File: config.mk
export PLATFORM = sky130hd
export DESIGN_NAME = fork_alloc
export DESIGN_NICKNAME = d
export VERILOG_FILES = /design/src/rtl/fork_alloc.sv
export SDC_FILE = /design/constraint.sdc
export NUM_CORES = 1
export LEC_CHECK = 0
export ABC_CLOCK_PERIOD_IN_PS = 2600
export BUFFER_PORTS_ARGS = -buffer_cell sky130_fd_sc_hd__buf_2
export CORE_MARGIN = 3
export CORE_UTILIZATION = 40
export CTS_CLUSTER_SIZE = 16
export DETAILED_ROUTE_END_ITERATION = 8
export GPL_TIMING_DRIVEN = 0
export PLACE_DENSITY = 0.81
export SLEW_MARGIN = 40
export SYNTH_ARGS = -nofsm -noshare
export SYNTH_HDL_FRONTEND = slang
export SYNTH_SLANG_ARGS = --single-unit
File: constraint.sdc
create_clock -name clk -period 2.6 [get_ports clk]
set_clock_uncertainty 0.15 [all_clocks]
set_input_delay 0.52 -clock clk [delete_from_list [all_inputs] [get_ports clk]]
set_output_delay 0.52 -clock clk [all_outputs]
set_load 0.005 [all_outputs]
File: src/rtl/fork_alloc.sv
module fork_alloc #(
  parameter int MAX_CTX = 16,
  parameter int VPE_W   = 4,
  parameter int ADDR_W  = 32,
  parameter int DATA_W  = 32,
  parameter int REG_W   = 5,
  parameter int MODE_W  = 2,
  parameter int ASID_W  = 8,
  parameter int CNT_W   = $clog2(MAX_CTX),
  parameter int STAT_W  = 5 + MODE_W + ASID_W
) (
  input  logic                     clk,
  input  logic                     rst_n,
  input  logic                     req,
  input  logic [CNT_W-1:0]         ctx_last,
  input  logic [VPE_W-1:0]         my_vpe,
  input  logic [MODE_W-1:0]        my_mode,
  input  logic [ASID_W-1:0]        my_asid,
  input  logic [ADDR_W-1:0]        op_s,
  input  logic [DATA_W-1:0]        op_t,
  input  logic [REG_W-1:0]         rd_sel,
  input  logic [MAX_CTX-1:0]       ctx_dyn,
  input  logic [MAX_CTX-1:0]       ctx_halt,
  input  logic [MAX_CTX-1:0]       ctx_act,
  input  logic [MAX_CTX*VPE_W-1:0] ctx_vpe,
  output logic                     done,
  output logic                     fault,
  output logic [2:0]               exc_code,
  output logic                     ctx_we,
  output logic [CNT_W-1:0]         pick_idx,
  output logic [ADDR_W-1:0]        new_pc,
  output logic [REG_W-1:0]         gpr_sel,
  output logic [DATA_W-1:0]        gpr_data,
  output logic [STAT_W-1:0]        new_stat
);

  localparam logic [2:0] EXC_NO_CTX = 3'd1;

  logic [MAX_CTX-1:0] elig;
  logic               hit;
  logic [CNT_W-1:0]   pick_c;
  logic               fire;

  genvar g;
  generate
    for (g = 0; g < MAX_CTX; g++) begin : g_elig
      assign elig[g] = (CNT_W'(g) <= ctx_last) & ctx_dyn[g] & ~ctx_halt[g] & ~ctx_act[g]
                       & (ctx_vpe[g*VPE_W +: VPE_W] == my_vpe);
    end
  endgenerate

  always_comb begin
    hit    = 1'b0;
    pick_c = '0;
    for (int i = MAX_CTX - 1; i >= 0; i--) begin
      if (elig[i]) begin
        hit    = 1'b1;
        pick_c = CNT_W'(i);
      end
    end
  end

  assign fire = req & ~done;

  always_ff @(posedge clk or negedge rst_n) begin
    if (!rst_n) begin
      done     <= 1'b0;
      fault    <= 1'b0;
      ctx_we   <= 1'b0;
      exc_code <= '0;
      pick_idx <= '0;
      new_pc   <= '0;
      gpr_sel  <= '0;
      gpr_data <= '0;
      new_stat <= '0;
    end else begin
      done   <= fire;
      fault  <= fire & ~hit;
      ctx_we <= fire & hit;
      if (fire && !hit) exc_code <= EXC_NO_CTX;
      if (fire && hit) begin
        pick_idx <= pick_c;
        new_pc   <= op_s;
        gpr_sel  <= rd_sel;
        gpr_data <= op_t;
        new_stat <= {my_asid, my_mode, 1'b1, 1'b1, 1'b0, 2'b00};
      end
    end
  end

  AST_DONE_ONE_CYCLE: assert property (@(posedge clk) disable iff (!rst_n) done |=> !done);
  AST_DONE_FROM_REQ: assert property (@(posedge clk) disable iff (!rst_n) done |-> $past(req));
  AST_FAULT_IN_DONE: assert property (@(posedge clk) disable iff (!rst_n) fault |-> (done && !ctx_we));
  AST_ONE_OUTCOME: assert property (@(posedge clk) disable iff (!rst_n) done |-> (ctx_we ^ fault));
  AST_FAULT_CAUSE: assert property (@(posedge clk) disable iff (!rst_n) fault |-> exc_code == EXC_NO_CTX);
  AST_PICK_IN_RANGE: assert property (@(posedge clk) disable iff (!rst_n) ctx_we |-> pick_idx <= $past(ctx_last));
  AST_STAT_FLAGS: assert property (@(posedge clk) disable iff (!rst_n) ctx_we |-> new_stat[4:0] == 5'b11000);
  AST_IDLE_QUIET: assert property (@(posedge clk) disable iff (!rst_n) !$past(req) |-> !done);

endmodule

==> out/results.ini <==
[run_status]
status = finished clean

[grt]
grt.total_usage = 0.2087
grt_pass1_vias = 4449
grt_max_degree = 46
antenna_found_initial = 1
grt_pass1_wl_um = 23430
gr-total-overflow = 0

[die]
rows = 40
die-area_um2 = 13940
core_area_um2 = 12160
die_w_um = 118.1
io_pins = 296
start_util = 0.4132
fp.dieH_um = 118.1

[synthesis]
netlist_instances = 370
ys_ff_latch = 88
yosys_warnings = 0
ys.flop_type = dfrtp_1
async_flop_share = 1.000
synth_cell_type_count = 50
synth_edf_count = 0
avgSynthCellArea_um2 = 13.58
synth-seq-area-share = 0.4382
syn_area_um2 = 5025

[placement]
place_congestion = 0.8732
hpwl_um = 12050
io_buffers = 285
place_ws_ns = -0.5169

[cells_and_area]
final_cell_mix = 285 x buf_2, 88 x dfrtp_1, 77 x mux2_4
area_delta_synth_final_pct = 44.17
final_common_cell = buf_2
final_net_count = 881
drive_gt1_frac = 0.6535
final_util = 0.5957

[timing]
hold_slack_ns = 0.2589
setup_tns_ns = 0
rsz0062_at_grt = false
finalSetupViolations = 0
fin_ws_ns = 0.05980
hold_violations = 0
fin_crit_sh = 0.9770
drv_slew = 0
fin_crit_ns = 2.540
fmax_mhz = 393.7

[routing]
vias = 4103
wl_per_cell_um = 17.58
drtIter0Drc = 139
vias_per_cell = 4.810
route.detailed.drc = 0
dr.pass1.iters = 4
routed_wl_um = 14990
drtAntennaViolNets = 0

[setup_path]
critPathLaunchType = input port
cp.required_ns = 2.66
crit_arrival_ns = 2.60
cp-end-kind = flip-flop
r2r.worst_path.cells = 6
cp_max_fo = 10
criticalPathCategory = in -> reg

[clock_network]
cts_root_buf = clkbuf_16
insertion_delay_ns = 0.33
cts_inserted_buffers = 9
cts_max_level = 3
clockBufferDepth = 2
clock-sinks = 88
cts_tree = done
clk_pin_slew_worst_paths_ns = 0.08

[power_and_ir_drop]
power.density_nw_per_um2 = 807.6
total_power_w = 0.005851
max-vdd-ir-drop_mv = 0.3300
p_leak_nw = 3.754

[run]
cap_viol_max_count = 0

[hold_path]
min_path_cells = 2
hp-class = in -> reg

[layer usage]
metal / GRT usage / wire length [µm] / up-vias
met1: 0.2389 / 5711 / 1943
met2: 0.3851 / 7936 / 222
met4: 0.06447 / 326 / 0
li1: - / - / 1916
met5: 0 / 0 / -
met3: 0.04613 / 1018 / 22
[cells in the mapped netlist (4+ instances only)]
master / count / share of area
xnor2_1: 29 / 0.051
buf_12: 8 / 0.032
nand2_1: 13 / 0.0097
buf_4: 8 / 0.012
nor4_1: 5 / 0.0062
xor2_1: 32 / 0.056
dfrtp_1: 88 / 0.44
nand3_1: 6 / 0.0060
nor3_1: 4 / 0.0040
nand4_2: 5 / 0.012
buf_6: 4 / 0.0090
nor2_1: 19 / 0.014
mux2_4: 77 / 0.23
a21oi_1: 7 / 0.0070
nand4_1: 9 / 0.011
[stage by stage]
| stage | std cells | cell area [µm²] |
|---|---|---|
| final | 853 | 7244 |
| after CTS | 850 | 7177 |
| after global placement | 827 | 6780 |
| after global routing | 853 | 7244 |
| after detailed placement | 828 | 6807 |
| after floorplan | 374 | 5144 |
[worst max-delay path, cell delays in order]
cell      delay (ns)
buf_2           0.16
or2_4           0.29
o2111a_1        0.29
nand3_4         0.10
nand4_4         0.12
nor4_4          0.45
nor2_8          0.06
buf_12          0.15
buf_12          0.15
mux2_4          0.31
[final timing paths]
path / end / from / slack (ns)
worst max-delay path: gpr_data[15] / ctx_last[1] / 0.06
worst min-delay path: gpr_data[23] / op_t[23] / 0.26
worst max register to register: gpr_data[15] / done / 0.88
worst min register to register: exc_code[0] / exc_code[0] / 0.33
max in group asynchronous: pick_idx[0] / rst_n / 1.21
min in group asynchronous: gpr_data[8] / rst_n / 0.51
[kinds of logic (layout without fill, tap and decap cells)]
| logic type | count (synthesis) | after routing | synth area share |
|---|---|---|---|
| AOI/OAI and AO/OA | 22 | 22 | 0.03088 |
| xor gates and xnor gates | 64 | 64 | 0.1160 |
| buffers and inverters | 27 | 337 | 0.06524 |
| DFF | 88 | 88 | 0.4382 |
| muxes | 79 | 79 | 0.2346 |
| other | 1 | 6 | 0.0007463 |
| and+or+nand+nor | 89 | 89 | 0.1143 |
[sequential cells by signal, summed over array words and instances (netlist names)]
signal,flops
new_pc,32
gpr_data,32
new_stat,11
gpr_sel,5
exc_code,1
ctx_we,1
done,1
pick_idx,4
fault,1
[power by group]
part | leakage (nW) | internal [W] | total [W] | switching [W]
Sequential | 1.10 | 0.00200 | 0.00235 | 0.000356
Clock | 0.143 | 0.000678 | 0.00127 | 0.000587
Combinational | 2.51 | 0.00143 | 0.00223 | 0.000803
[layout make-up]
| class | instances | area (µm²) |
|---|---|---|
| diodes | 1 | 2.502 |
| plain buffers | 25 | 356.6 |
| clock buffers | 9 | 225.2 |
| clock inverters | 7 | 72.57 |
| fillers | 993 | 4917 |
| inverters | 2 | 7.507 |
| multi-input cells | 259 | 2628 |
| flip-flops and latches | 88 | 2202 |
| well taps | 168 | 210.2 |
| repair buffers | 294 | 1540 |
[repair_timing]
item / CTS / global route
hold endpoints to repair: 43 / 0
resized for setup: 0 / 9
hold buffers: 1 / 0
endpoints found under the setup margin: 81 / 81
setup buffers: 5 / 2
pin swaps: 3 / 7
(Power assumes the default switching activity.)
